==> src/rtl/dst_pkg.sv <==
package dst_pkg;
  localparam int CH_W     = 8;
  localparam int N_CH     = 2;
  localparam int WORD_W   = CH_W * N_CH;
  localparam logic [WORD_W-1:0] SIG_POLY = 16'h1021;
  localparam logic [WORD_W-1:0] SIG_INIT = 16'hFFFF;

  typedef enum logic [1:0] {ST_IDLE, ST_INJ, ST_DRAIN} run_st_t;

  function automatic logic [WORD_W-1:0] lfsr_step(input logic [WORD_W-1:0] s);
    return {s[WORD_W-2:0], s[15] ^ s[13] ^ s[12] ^ s[10]};
  endfunction

  function automatic logic [WORD_W-1:0] misr_step(input logic [WORD_W-1:0] s,
                                                  input logic [WORD_W-1:0] w);
    logic [WORD_W-1:0] sh;
    sh = {s[WORD_W-2:0], 1'b0};
    if (s[WORD_W-1]) sh = sh ^ SIG_POLY;
    return sh ^ w;
  endfunction

  function automatic logic [WORD_W-1:0] top_bit_mask();
    logic [WORD_W-1:0] m;
    m = '0;
    for (int c = 0; c < N_CH; c++) m[c*CH_W + CH_W - 1] = 1'b1;
    return m;
  endfunction
endpackage

==> src/rtl/dst_pn_src.sv <==
module dst_pn_src
  import dst_pkg::*;
#(
  parameter logic [WORD_W-1:0] SEED = 16'hACE1
) (
  input  logic              clk,
  input  logic              rst_n,
  input  logic              reseed,
  input  logic              step,
  output logic [WORD_W-1:0] word
);
  logic [WORD_W-1:0] state_q;

  always_ff @(posedge clk) begin
    if (!rst_n)      state_q <= SEED;
    else if (reseed) state_q <= SEED;
    else if (step)   state_q <= lfsr_step(state_q);
  end

  assign word = state_q;
endmodule

==> src/rtl/dst_pipe.sv <==
module dst_pipe
  import dst_pkg::*;
#(
  parameter int LAT = 3
) (
  input  logic              clk,
  input  logic              rst_n,
  input  logic              adv,
  input  logic              in_v,
  input  logic              in_tag,
  input  logic [WORD_W-1:0] in_d,
  input  logic              fmt_twos,
  output logic              out_v,
  output logic              out_tag,
  output logic [WORD_W-1:0] out_d
);
  localparam logic [WORD_W-1:0] FMT_MASK = top_bit_mask();

  logic              v_q [LAT];
  logic              t_q [LAT];
  logic [WORD_W-1:0] d_q [LAT];

  for (genvar g = 0; g < LAT; g++) begin : g_stage
    if (g == 0) begin : g_head
      always_ff @(posedge clk) begin
        if (!rst_n) begin
          v_q[g] <= 1'b0;
          t_q[g] <= 1'b0;
          d_q[g] <= '0;
        end else if (adv) begin
          v_q[g] <= in_v;
          t_q[g] <= in_tag & in_v;
          d_q[g] <= in_d;
        end
      end
    end else begin : g_body
      always_ff @(posedge clk) begin
        if (!rst_n) begin
          v_q[g] <= 1'b0;
          t_q[g] <= 1'b0;
          d_q[g] <= '0;
        end else if (adv) begin
          v_q[g] <= v_q[g-1];
          t_q[g] <= t_q[g-1];
          d_q[g] <= d_q[g-1];
        end
      end
    end
  end

  assign out_v   = v_q[LAT-1];
  assign out_tag = t_q[LAT-1];
  assign out_d   = d_q[LAT-1] ^ (fmt_twos ? FMT_MASK : '0);
endmodule

==> src/rtl/dst_sig.sv <==
module dst_sig
  import dst_pkg::*;
(
  input  logic              clk,
  input  logic              rst_n,
  input  logic              clear,
  input  logic              cap,
  input  logic [WORD_W-1:0] word,
  output logic [WORD_W-1:0] sig,
  output logic [WORD_W-1:0] sig_nxt
);
  logic [WORD_W-1:0] sig_q;

  assign sig_nxt = misr_step(sig_q, word);

  always_ff @(posedge clk) begin
    if (!rst_n)     sig_q <= SIG_INIT;
    else if (clear) sig_q <= SIG_INIT;
    else if (cap)   sig_q <= sig_nxt;
  end

  assign sig = sig_q;
endmodule

==> src/rtl/dst_ctrl.sv <==
module dst_ctrl
  import dst_pkg::*;
#(
  parameter int                LEN       = 512,
  parameter logic [WORD_W-1:0] EXP_SIG   = 16'h0000,
  parameter int                ADDR_W    = 8,
  parameter logic [ADDR_W-1:0] CTRL_ADDR = 8'h10,
  parameter logic [ADDR_W-1:0] STAT_ADDR = 8'h11,
  parameter logic [ADDR_W-1:0] SIGL_ADDR = 8'h24,
  parameter logic [ADDR_W-1:0] SIGH_ADDR = 8'h25
) (
  input  logic              clk,
  input  logic              rst_n,
  input  logic              wr_en,
  input  logic [ADDR_W-1:0] wr_addr,
  input  logic [7:0]        wr_data,
  input  logic [ADDR_W-1:0] rd_addr,
  output logic [7:0]        rd_data,
  input  logic              adv,
  input  logic              out_cap,
  input  logic [WORD_W-1:0] sig,
  input  logic [WORD_W-1:0] sig_nxt,
  output logic              start,
  output logic              reseed,
  output logic              inj,
  output logic              busy,
  output logic              pass,
  output logic              en_bit
);
  localparam int CW = $clog2(LEN + 1);
  localparam logic [CW-1:0] LAST = CW'(LEN - 1);

  run_st_t       st_q;
  logic          en_q, init_q, pass_q;
  logic [CW-1:0] in_cnt, out_cnt;
  logic          ctrl_hit, last_in, done;
  logic          unused_wr_bits;

  assign unused_wr_bits = ^{wr_data[7:3], wr_data[1]};

  assign ctrl_hit = wr_en && (wr_addr == CTRL_ADDR);
  assign start    = ctrl_hit && wr_data[0] && (st_q == ST_IDLE);
  assign reseed   = start && wr_data[2];
  assign inj      = (st_q == ST_INJ);
  assign busy     = (st_q != ST_IDLE);
  assign last_in  = inj && adv && (in_cnt == LAST);
  assign done     = out_cap && (out_cnt == LAST);

  always_ff @(posedge clk) begin
    if (!rst_n) begin
      st_q    <= ST_IDLE;
      en_q    <= 1'b0;
      init_q  <= 1'b0;
      pass_q  <= 1'b0;
      in_cnt  <= '0;
      out_cnt <= '0;
    end else begin
      if (ctrl_hit && (st_q == ST_IDLE)) begin
        en_q   <= wr_data[0];
        init_q <= wr_data[2];
      end
      if (start) begin
        st_q    <= ST_INJ;
        in_cnt  <= '0;
        out_cnt <= '0;
        pass_q  <= 1'b0;
      end else begin
        if (inj && adv) in_cnt <= in_cnt + 1'b1;
        if (last_in)    st_q   <= ST_DRAIN;
        if (out_cap)    out_cnt <= out_cnt + 1'b1;
        if (done) begin
          st_q   <= ST_IDLE;
          en_q   <= 1'b0;
          pass_q <= (sig_nxt == EXP_SIG);
        end
      end
    end
  end

  assign pass   = pass_q;
  assign en_bit = en_q;

  always_comb begin
    rd_data = 8'h00;
    if (rd_addr == CTRL_ADDR)      rd_data = {5'b0, init_q, 1'b0, en_q};
    else if (rd_addr == STAT_ADDR) rd_data = {6'b0, busy, pass_q};
    else if (rd_addr == SIGL_ADDR) rd_data = sig[7:0];
    else if (rd_addr == SIGH_ADDR) rd_data = sig[15:8];
  end
endmodule

==> src/rtl/dp_selftest.sv <==
module dp_selftest
  import dst_pkg::*;
#(
  parameter int                LAT       = 3,
  parameter int                LEN       = 512,
  parameter logic [15:0]       SEED      = 16'hACE1,
  parameter logic [15:0]       EXP_SIG   = 16'h0000,
  parameter int                ADDR_W    = 8,
  parameter logic [ADDR_W-1:0] CTRL_ADDR = 8'h10,
  parameter logic [ADDR_W-1:0] STAT_ADDR = 8'h11,
  parameter logic [ADDR_W-1:0] SIGL_ADDR = 8'h24,
  parameter logic [ADDR_W-1:0] SIGH_ADDR = 8'h25
) (
  input  logic              clk,
  input  logic              rst_n,
  input  logic              din_valid,
  output logic              din_ready,
  input  logic [15:0]       din_data,
  output logic              dout_valid,
  input  logic              dout_ready,
  output logic [15:0]       dout_data,
  input  logic              fmt_twos,
  input  logic              wr_en,
  input  logic [ADDR_W-1:0] wr_addr,
  input  logic [7:0]        wr_data,
  input  logic [ADDR_W-1:0] rd_addr,
  output logic [7:0]        rd_data,
  output logic              busy,
  output logic              pass
);
  logic              adv, inj, start, reseed, en_bit;
  logic              out_tag, out_cap;
  logic [WORD_W-1:0] pn_word, head_d, sig, sig_nxt;
  logic              head_v;

  assign adv       = dout_ready;
  assign din_ready = dout_ready && !busy;
  assign head_v    = inj ? 1'b1 : (din_valid && din_ready);
  assign head_d    = inj ? pn_word : din_data;
  assign out_cap   = dout_valid && dout_ready && out_tag;

  dst_pn_src #(.SEED(SEED)) i_pn (
    .clk(clk), .rst_n(rst_n), .reseed(reseed), .step(inj && adv), .word(pn_word)
  );

  dst_pipe #(.LAT(LAT)) i_pipe (
    .clk(clk), .rst_n(rst_n), .adv(adv), .in_v(head_v), .in_tag(inj),
    .in_d(head_d), .fmt_twos(fmt_twos), .out_v(dout_valid),
    .out_tag(out_tag), .out_d(dout_data)
  );

  dst_sig i_sig (
    .clk(clk), .rst_n(rst_n), .clear(start), .cap(out_cap),
    .word(dout_data), .sig(sig), .sig_nxt(sig_nxt)
  );

  dst_ctrl #(
    .LEN(LEN), .EXP_SIG(EXP_SIG), .ADDR_W(ADDR_W), .CTRL_ADDR(CTRL_ADDR),
    .STAT_ADDR(STAT_ADDR), .SIGL_ADDR(SIGL_ADDR), .SIGH_ADDR(SIGH_ADDR)
  ) i_ctrl (
    .clk(clk), .rst_n(rst_n), .wr_en(wr_en), .wr_addr(wr_addr),
    .wr_data(wr_data), .rd_addr(rd_addr), .rd_data(rd_data), .adv(adv),
    .out_cap(out_cap), .sig(sig), .sig_nxt(sig_nxt), .start(start),
    .reseed(reseed), .inj(inj), .busy(busy), .pass(pass), .en_bit(en_bit)
  );
endmodule

==> config.mk <==
export PLATFORM = sky130hd
export DESIGN_NAME = dp_selftest
export DESIGN_NICKNAME = d
export VERILOG_FILES = /design/src/rtl/dst_pkg.sv /design/src/rtl/dst_pn_src.sv /design/src/rtl/dst_pipe.sv /design/src/rtl/dst_sig.sv /design/src/rtl/dst_ctrl.sv /design/src/rtl/dp_selftest.sv
export SDC_FILE = /design/constraint.sdc
export NUM_CORES = 1
export LEC_CHECK = 0
export BUFFER_PORTS_ARGS = -buffer_cell sky130_fd_sc_hd__clkbuf_2
export CORE_MARGIN = 4
export CORE_UTILIZATION = 51
export DETAILED_ROUTE_END_ITERATION = 7
export GPL_TIMING_DRIVEN = 0
export PLACE_DENSITY = 0.86
export SETUP_SLACK_MARGIN = 0.4
export SYNTH_ARGS = -nofsm -noshare
export SYNTH_HDL_FRONTEND = slang
export SYNTH_SLANG_ARGS = --single-unit
==> constraint.sdc <==
create_clock -name clk -period 2.4 [get_ports clk]
set_input_delay 0.36 -clock clk [delete_from_list [all_inputs] [get_ports clk]]
set_output_delay 0.36 -clock clk [all_outputs]
set_load 0.01 [all_outputs]
==> results of run 1 <==
[sequential cells by signal, indices dropped and copies added (netlist names), 2 cells and up]
register        count
i_pipe.d_q         48
i_pn.word          16
i_sig.sig          16
i_ctrl.in_cnt      10
i_ctrl.out_cnt     10
i_pipe.t_q          3
i_pipe.v_q          3
i_ctrl.st_q         2
[worst min-delay path by stage]
stage / start / endpoint
2_1_floorplan: i_pn.word[0]$_SDFFE_PP1P_ / i_pn.word[1]$_SDFFE_PP0P_
4_1_cts: din_data[10] / i_pipe.d_q[0][10]$_SDFFCE_PN0P_
5_1_grt: din_data[11] / i_pipe.d_q[0][11]$_SDFFCE_PN0P_
6_report: din_data[10] / i_pipe.d_q[0][10]$_SDFFCE_PN0P_
3_5_place_dp: i_pn.word[1]$_SDFFE_PP0P_ / i_pn.word[2]$_SDFFE_PP0P_
3_3_place_gp: i_pn.word[3]$_SDFFE_PP0P_ / i_pn.word[4]$_SDFFE_PP0P_
[cell usage after synthesis, drive strengths merged (2+ instances only)]
| cell type | count | area, um2 |
|---|---|---|
| clkbuf | 21 | 78.8 |
| and2 | 3 | 18.8 |
| nor2 | 25 | 93.8 |
| dfxtp | 59 | 1180 |
| nor3 | 4 | 20.0 |
| a21oi | 33 | 169 |
| buf | 20 | 145 |
| nand2 | 98 | 368 |
| nor2b | 5 | 31.3 |
| nand4b | 2 | 32.5 |
| and4 | 3 | 26.3 |
| edfxtp | 52 | 1560 |
| xnor2 | 23 | 201 |
| xor2 | 13 | 114 |
| inv | 3 | 11.3 |
| nand3 | 17 | 85.1 |
| mux2i | 9 | 90.1 |
| nand4 | 7 | 43.8 |
| a21boi | 2 | 15.0 |
| nand2b | 4 | 25.0 |
| o21ai | 7 | 35.0 |
| o211ai | 16 | 120 |
| nor4b | 2 | 17.5 |
| and3 | 38 | 243 |
| ha | 2 | 25.0 |
| or3 | 4 | 25.0 |
[through the flow]
step	setup slack [ns]	cell area (um2)
detailed placement	0.206	5360
floorplan	0.520	4870
finish	0.499	5600
global placement	0.262	5360
CTS	0.415	5580
global route	0.350	5600
[cell families (layout without fill, tap and decap cells)]
family                     Yosys count  in the layout  share of synthesized area, %
AOI/OAI and AO/OA                   63             63                          7.79
and+or+nand+nor                    218            218                          22.2
DFF                                111            111                          56.3
adders and majority gates            2              2                         0.514
buffers and inverters               44            127                          4.83
xor gates and xnor gates            36             36                          6.48
muxes                                9              9                          1.85
[area by class of cell]
cell class / count / area (um2) / area share, %
Inverter: 3 / 11.3 / 0.201
Tap cell: 129 / 161 / 2.88
Multi-Input combinational cell: 328 / 1900 / 33.9
Timing Repair Buffer: 67 / 340 / 6.08
Clock buffer: 9 / 124 / 2.21
Sequential cell: 111 / 2740 / 49.0
Clock inverter: 7 / 93.8 / 1.68
Buffer: 41 / 224 / 4.00
[routing by layer]
metal	global-route usage [%]	routed length (um)	part of all wire, %	vias up
li1	-	-	-	1822
met1	21.5	4130	44	1675
met2	29.1	4540	48	109
met3	3.80	511	5.4	19
met4	7.77	280	3.0	0
met5	0	0	0	-
[power by group through the flow]
stage / sequential, mW / clock [mW] / combinational [mW]
floorplan: 2.10 / 0 / 0.142
CTS: 2.06 / 1.16 / 0.226
detailed placement: 2.11 / 0 / 0.223
global placement: 2.11 / 0 / 0.218
global route: 2.07 / 1.24 / 0.250
finish: 2.06 / 1.13 / 0.225
[tightest hold or removal path: cells and delay by family]
kind	cells	cell delay [ns]
and+or+nand+nor	1	0.05
buffers and inverters	1	0.08
AOI/OAI and AO/OA	1	0.06
[what timing repair did]
action,4_1_cts,5_1_grt
pin swaps,1,1
buffers inserted,1,1
gates resized for setup,0,1
endpoints found under the setup margin,1,27
endpoints found under the hold margin,0,0
==> flow_summary.ini, run 1 <==
[timing]
worst_pin_slew_ns = 1.12
finalClockSkew_ns = 0.0169
fin_crit_ns = 1.90
final-hold-violation-count = 0
slew_headroom_pct = 25.1
setup-tns-final_ns = 0
setup_viol = 0
timing.hold.ws_ns = 0.325
drv_slew = 0
rsz0062_at_grt = yes
fmaxAchievable_mhz = 526
min_period_over_period_pct = 79.2

[floorplanning]
boundaryPins = 74
row_count = 35
initial_utilization_pct = 52.4
die_height_um = 106
fp.coreArea_um2 = 9280
die_x_um = 106
dieArea_um2 = 11200

[grt]
track_usage_pct = 17.4
grt_pass1_wl_um = 15800
antenna_found_initial = 0
grt_max_degree = 53
grt_pass1_vias = 3462
grt_overflow_total = 0

[power]
swShare_pct = 24.8
sequentialPowerShare_pct = 60.4
p_clk_share_pct = 33.1
p_comb_share_pct = 6.6
switchingPower_mw = 0.848
vdd_drop_max_uv = 446
leakagePower_nw = 2.47
p_int_mw = 2.57
power_mw = 3.42
power_density_nw_per_um2 = 611

[layout]
final_common_cell = nand2_1
area_delta_synth_final_pct = 15.0
finalNetCount = 609
stdcell_count = 695
final_cell_mix = nand2_1 (98), clkbuf_2 (65), dfxtp_1 (59), edfxtp_1 (52), and3_1 (37)
drive_above_1_share_pct = 19.1
utilization_pct = 60.3
diodes = 0
fillers = 801

[synthesis]
ys_seq_area_share_pct = 56.3
synth_edf_count = 52
ys_async_sr_fraction_pct = 0
syn_nets = 531
synth_ff_type = dfxtp_1
synthCells = 483
ys_seq_elements = 111
ys_warn_count = 0
syn_area_um2 = 4870
post_synth.cell_area_avg_um2 = 10.1
ys_types = 44

[clock_tree]
clk_path_buf_depth = 2
cts_tree = yes
cts.clk_slew.worst_paths_ns = 0.12
cts_root_buf = clkbuf_8
numCtsBuffers = 9
clock_sinks = 111
cts_hold_buffers = 0
htree_levels = 3
clk_latency_ns = 0.37

[critical_path]
rr_worst_depth = 7
path_class = in2out
startpoint = rd_addr[7]
reg2reg_slack_ns = 0.54
r2r-start = i_ctrl.st_q[0]$_SDFFE_PN0P_
required_ns = 2.04
cpMostUsedCell = clkbuf_2
cpPeakStageDelay_ns = 0.33
path_cells = clkbuf_2 -> nor4_2 -> and4b_1 -> o2bb2ai_1 -> nand2_1 -> o21ai_0 -> clkbuf_2
crit_slowest_cell = nor4_2
end_kind = output pin
worst_setup_path_start_kind = input pin
critical_path_arrival_ns = 1.54
cp-endpoint = rd_data[1]
cpLargestDelayFamily = simple AND/OR/NAND/NOR gates
path_buf_inv = 2
worstReg2RegEnd = i_sig.sig[13]$_SDFFE_PP1P_
cp_max_fo = 4
path_depth = 7

[min_path]
holdPathStages = 3
hold_class = in2reg

[placement]
port-buffer-count = 65
dp_hpwl_um = 7150
dp_cells = 677
gp_congestion = 0.880

[routing]
wl_um = 9460
vias = 3625
routedWlPerCell_um = 13.6
dr.pass1.iters = 4
antenna_left = 0
drcViolationCount = 0
vias_per_cell = 5.22
drt_first_iter_violations = 149

[run_status]
outcome = finished clean

[job]
max_cap_viol_count = 0
Power figures use the tool's default switching activity.
==> inputs of run 2 (changes only) <==
--- a/config.mk
+++ b/config.mk
@@ -7,10 +7,10 @@
 export LEC_CHECK = 0
 export BUFFER_PORTS_ARGS = -buffer_cell sky130_fd_sc_hd__clkbuf_2
 export CORE_MARGIN = 4
-export CORE_UTILIZATION = 51
+export CORE_UTILIZATION = 55
 export DETAILED_ROUTE_END_ITERATION = 7
 export GPL_TIMING_DRIVEN = 0
-export PLACE_DENSITY = 0.86
+export PLACE_DENSITY = 0.88
 export SETUP_SLACK_MARGIN = 0.4
 export SYNTH_ARGS = -nofsm -noshare
 export SYNTH_HDL_FRONTEND = slang
==> constraint.sdc (replaced) <==
create_clock -name clk -period 1.8 [get_ports clk]
set_input_delay 0.27 -clock clk [delete_from_list [all_inputs] [get_ports clk]]
set_output_delay 0.27 -clock clk [all_outputs]
set_load 0.01 [all_outputs]
==> run 2 against run 1 <==
Sequential power up 33%. Power up 37%. Via count up 15%. Global-route usage up 5.0 points. Critical path depth unchanged. Clock skew down 0.0016 ns. Critical endpoint is now i_ctrl.st_q[1]$_SDFFE_PP0P_.
==> flow_summary.ini, run 2 (synthesis gave the netlist of run 1 again) <==
[critical_path]
end_kind = flip-flop
required_ns = 2.06
cpPeakStageDelay_ns = 0.40
cp_max_fo = 5
critical_path_arrival_ns = 2.00
rr_worst_depth = 7
crit_slowest_cell = dfxtp_4
path_cells = nor4b_4 -> nand4_1 -> buf_6 -> nand2_8 -> buf_6 -> buf_12 -> nor2_4
r2r-start = i_ctrl.st_q[1]$_SDFFE_PP0P_
path_class = reg2reg
cpMostUsedCell = buf_6
worstReg2RegEnd = i_ctrl.st_q[1]$_SDFFE_PP0P_
reg2reg_slack_ns = 0.07
worst_setup_path_start_kind = flip-flop

[timing]
drv_slew = 0
setup-tns-final_ns = 0
finalClockSkew_ns = 0.0154
rsz0062_at_grt = yes
fmaxAchievable_mhz = 577
worst_pin_slew_ns = 0.638
final-hold-violation-count = 0
min_period_over_period_pct = 96.3
slew_headroom_pct = 57.4
setup_viol = 0
fin_crit_ns = 1.73

[clock_tree]
cts_root_buf = clkbuf_8
numCtsBuffers = 9
htree_levels = 3
cts_tree = yes
clk_latency_ns = 0.38
cts.clk_slew.worst_paths_ns = 0.11
clock_sinks = 111
clk_path_buf_depth = 2

[floorplanning]
boundaryPins = 74
die_height_um = 102
initial_utilization_pct = 56.1
die_x_um = 102
row_count = 34
fp.coreArea_um2 = 8680
dieArea_um2 = 10400

[grt]
grt_overflow_total = 0
track_usage_pct = 22.4
antenna_found_initial = 0
grt_pass1_wl_um = 18200
grt_pass1_vias = 3944
grt_max_degree = 53

[layout]
final_cell_mix = nand2_1 (92), edfxtp_1 (52), clkbuf_2 (51), dfxtp_1 (48), and3_1 (35)
diodes = 0
largest_reg_flops = 48
area_delta_synth_final_pct = 32.6
top_register = i_pipe.d_q
finalNetCount = 640
final_common_cell = nand2_1
drive_above_1_share_pct = 38.9

[placement]
port-buffer-count = 65
dp_hpwl_um = 7240
gp_congestion = 0.818

[routing]
vias = 4155
drt_first_iter_violations = 296
drcViolationCount = 0
vias_per_cell = 5.89
antenna_left = 0
wl_um = 13500
dr.pass1.iters = 4
routedWlPerCell_um = 19.1

[min_path]
holdPathEnd = i_pipe.d_q[0][9]$_SDFFCE_PN0P_
hold_class = in2reg
hold_start = din_data[9]
holdPathStages = 3

[power]
vdd_drop_max_uv = 356
power_mw = 4.69
power_density_nw_per_um2 = 726
leakagePower_nw = 2.77

[run_status]
outcome = finished clean

[job]
max_cap_viol_count = 0
[run 2: cell count changes in the layout (fill, tap and decap cells not counted), moves of 11 or more]
cell / delta
clkbuf_2: -14
nand3_1: -11
a21oi_2: +17
buf_6: +23
dfxtp_1: -11
a21oi_1: -17
nor2_1: -14
buf_4: +15
[run 2: metal layers]
metal | routed length [um] | GRT usage, % | share of wire, %
met3 | 948 | 3.96 | 7.0
met2 | 6880 | 39.6 | 51
met5 | 0 | 0 | 0
met4 | 721 | 11.9 | 5.3
met1 | 4930 | 25.9 | 37
[run 2: worst max-delay path by stage]
stage                                      from                          end  slack [ns]  depth (start not counted)
floorplan                 i_pipe.v_q[2]$_DFF_P_     i_ctrl.pass$_SDFFE_PP0P_        0.26                          6
global placement                     rd_addr[7]                   rd_data[0]        0.07                          6
detailed placement                   rd_addr[7]                   rd_data[0]        0.03                          6
CTS                                  rd_addr[1]                   rd_data[1]        0.13                          7
global route        i_ctrl.st_q[1]$_SDFFE_PP0P_  i_ctrl.st_q[1]$_SDFFE_PP0P_        0.01                          7
finish              i_ctrl.st_q[1]$_SDFFE_PP0P_  i_ctrl.st_q[1]$_SDFFE_PP0P_        0.07                          7
[run 2: report_power, final]
part	total [mW]	switching, mW	leakage (nW)	internal, mW
Sequential	2.75	0.0396	1.06	2.71
Clock	1.51	0.975	0.0903	0.537
Combinational	0.423	0.221	1.62	0.202
Total	4.69	1.24	2.77	3.45
[run 2: final cells by class]
type	instances	area (um2)
Buffer	41	334
Clock buffer	9	124
Clock inverter	7	63.8
Fill cell	530	2220
Inverter	3	11.3
Multi-Input combinational cell	328	2280
Sequential cell	111	2770
Tap cell	108	135
Timing Repair Buffer	98	737
[run 2: metrics by stage]
step / hold slack (ns) / setup WS [ns] / cells / utilization [%] / instance area, um2
after detailed placement: 0.467 / 0.0287 / 656 / 62.3 / 5410
after global placement: 0.451 / 0.0686 / 656 / 62.3 / 5410
after global routing: 0.227 / 0.0137 / 705 / 74.4 / 6450
final: 0.236 / 0.0660 / 705 / 74.4 / 6450
after CTS: 0.200 / 0.131 / 692 / 69.4 / 6020
after floorplan: 0.445 / 0.255 / 483 / - / 4950
[run 2: what timing repair did]
item                                    CTS  global route
cloned                                    3             2
endpoints found under the setup margin   79           141
hold buffers                              0             0
setup buffers                            17            11
resized for setup                        68           102
pin swaps                                27            18
[run 2: worst max-delay path: cells and delay by family (launching register included)]
| kind | cells | cell delay [ns] |
|---|---|---|
| AND/OR/NAND/NOR | 4 | 0.73 |
| buffers and inverters | 3 | 0.49 |
| flip-flops | 1 | 0.40 |
==> inputs of run 3 (changes only) <==
==> constraint.sdc (replaced) <==
create_clock -name clk -period 1.8 [get_ports clk]
set_input_delay 0.27 -clock clk [delete_from_list [all_inputs] [get_ports clk]]
set_output_delay 0.27 -clock clk [all_outputs]
set_load 0.1 [all_outputs]
==> run 3 against run 2 <==
The run now ends with setup timing left. Clock power barely moved. Power rose by 8.6%. Setup slack got worse by 0.16 ns. Non-clock buffer count rose by 10. Critical path depth did not move. Global-route usage rose by 3.1 points. Cell area rose by 14%.
==> flow_summary.ini, run 3 (synthesis gave the netlist of run 1 again) <==
[placement]
gp_congestion = 0.844
port-buffer-count = 65
placed_area_um2 = 5510
dp_hpwl_um = 7500

[timing]
worst_pin_slew_ns = 0.636
fin_crit_ns = 1.89
slew_headroom_pct = 57.6
drv_slew = 0
worst_slack_ns = -0.0904
fmaxAchievable_mhz = 529
final-hold-violation-count = 0
rsz0062_at_grt = yes
finalClockSkew_ns = 0.0102
min_period_over_period_pct = 105
timing.hold.ws_ns = 0.240
setup_viol = 2

[layout]
top_register = i_pipe.d_q
utilization_pct = 85.0
multiInputGateArea_um2 = 2570
finalNetCount = 650
largest_reg_flops = 48
final_cell_area_um2 = 7380
final-seq-area_um2 = 2760
drive_above_1_share_pct = 45.8
final_common_cell = nand2_1
area_delta_synth_final_pct = 51.5
final_cell_mix = nand2_1 (78), dfxtp_1 (52), edfxtp_1 (52), clkbuf_2 (39), and3_1 (35)
fillers = 383
diodes = 0

[clock_tree]
cts_root_buf = clkbuf_8
clk_path_buf_depth = 2
htree_levels = 3
numCtsBuffers = 9
cts_tree = yes
cts_hold_buffers = 0
clk_latency_ns = 0.38
cts.clk_slew.worst_paths_ns = 0.11
clock_sinks = 111

[power]
p_clk_share_pct = 30.3
switchingPower_mw = 1.40
sequentialPowerShare_pct = 54.3
vdd_drop_max_uv = 529
power_mw = 5.09
power_density_nw_per_um2 = 690
p_int_mw = 3.69
swShare_pct = 27.5
leakagePower_nw = 3.05
p_comb_share_pct = 15.4

[critical_path]
end_kind = output pin
worstReg2RegEnd = i_ctrl.out_cnt[0]$_SDFFE_PP0P_
reg2reg_slack_ns = 0
critical_path_arrival_ns = 1.62
worst_setup_path_start_kind = input pin
required_ns = 1.53
r2r-start = i_ctrl.st_q[1]$_SDFFE_PP0P_
path_class = in2out
cp_max_fo = 3
rr_worst_depth = 7

[grt]
antenna_found_initial = 0
grt_pass1_vias = 4185
grt_max_degree = 53
grt_overflow_total = 0
track_usage_pct = 25.5
grt_pass1_wl_um = 20300

[routing]
vias = 4348
dr.pass1.iters = 5
wl_um = 15800
drt_first_iter_violations = 283
vias_per_cell = 6.08
drcViolationCount = 0
antenna_left = 0
routedWlPerCell_um = 22.1

[run_status]
outcome = complete, but fails checks
violations = setup timing

[min_path]
holdPathEnd = i_pipe.d_q[0][11]$_SDFFCE_PN0P_
hold_start = din_data[11]
holdPathStages = 3
hold_class = in2reg

[floorplanning]
dieArea_um2 = 10400
die_x_um = 102
row_count = 34
initial_utilization_pct = 56.1
fp.coreArea_um2 = 8680
die_height_um = 102
boundaryPins = 74

[job]
max_cap_viol_count = 0
-- run 3: stage by stage --
stage	worst slack (ns)	TNS, ns	cells
2_1_floorplan	-0.210	-1.13	483
3_3_place_gp	-0.681	-2.84	656
3_5_place_dp	-0.779	-3.64	656
4_1_cts	0.00924	0	695
5_1_grt	-0.153	-1.64	715
6_report	-0.0904	-0.157	715
-- run 3: final cells by class --
class	instances	share of cell area, %
clock inverter	6	0.950
buffer	41	5.34
inverter	3	0.187
sequential	111	37.4
tap	108	1.83
clock buffer	10	1.73
multi-input combinational	328	34.8
timing repair buffer	108	17.7
-- run 3: worst max-delay path by stage --
stage	start	endpoint	slack (ns)	cells after the start
finish	rd_addr[7]	rd_data[2]	-0.09	7
detailed placement	rd_addr[7]	rd_data[0]	-0.78	6
floorplan	rd_addr[7]	rd_data[0]	-0.21	4
global route	rd_addr[6]	rd_data[2]	-0.15	7
CTS	rd_addr[1]	rd_data[1]	0.009	7
global placement	rd_addr[7]	rd_data[0]	-0.68	6
-- run 3: power groups by stage --
stage | sequential, mW | combinational, mW | clock, mW
floorplan | 2.80 | 0.397 | 0
global placement | 2.81 | 0.510 | 0
detailed placement | 2.81 | 0.520 | 0
CTS | 2.75 | 0.690 | 1.48
global route | 2.77 | 0.815 | 1.63
finish | 2.76 | 0.784 | 1.54
-- run 3: what timing repair did --
action                     CTS  global route
buffers inserted            20            17
cloned                       3             3
hold endpoints to repair     0             0
pin swaps                   16            51
resized for setup          157           147
setup endpoints to repair   95           101
-- run 3: metal layers --
metal | vias up | share of wire (%) | global-route usage [%]
met5 | - | 0 | 0
met2 | 250 | 53 | 45.9
met1 | 2101 | 35 | 28.4
met3 | 91 | 6.4 | 4.16
met4 | 0 | 6.4 | 14.8
li1 | 1906 | - | -
-- run 3: worst max-delay path, cell delays in order --
cell       delay [ns]
buf_6            0.10
nor4_4           0.33
and4b_2          0.29
buf_4            0.13
nand2_1          0.10
a21oi_4          0.17
clkbuf_16        0.22
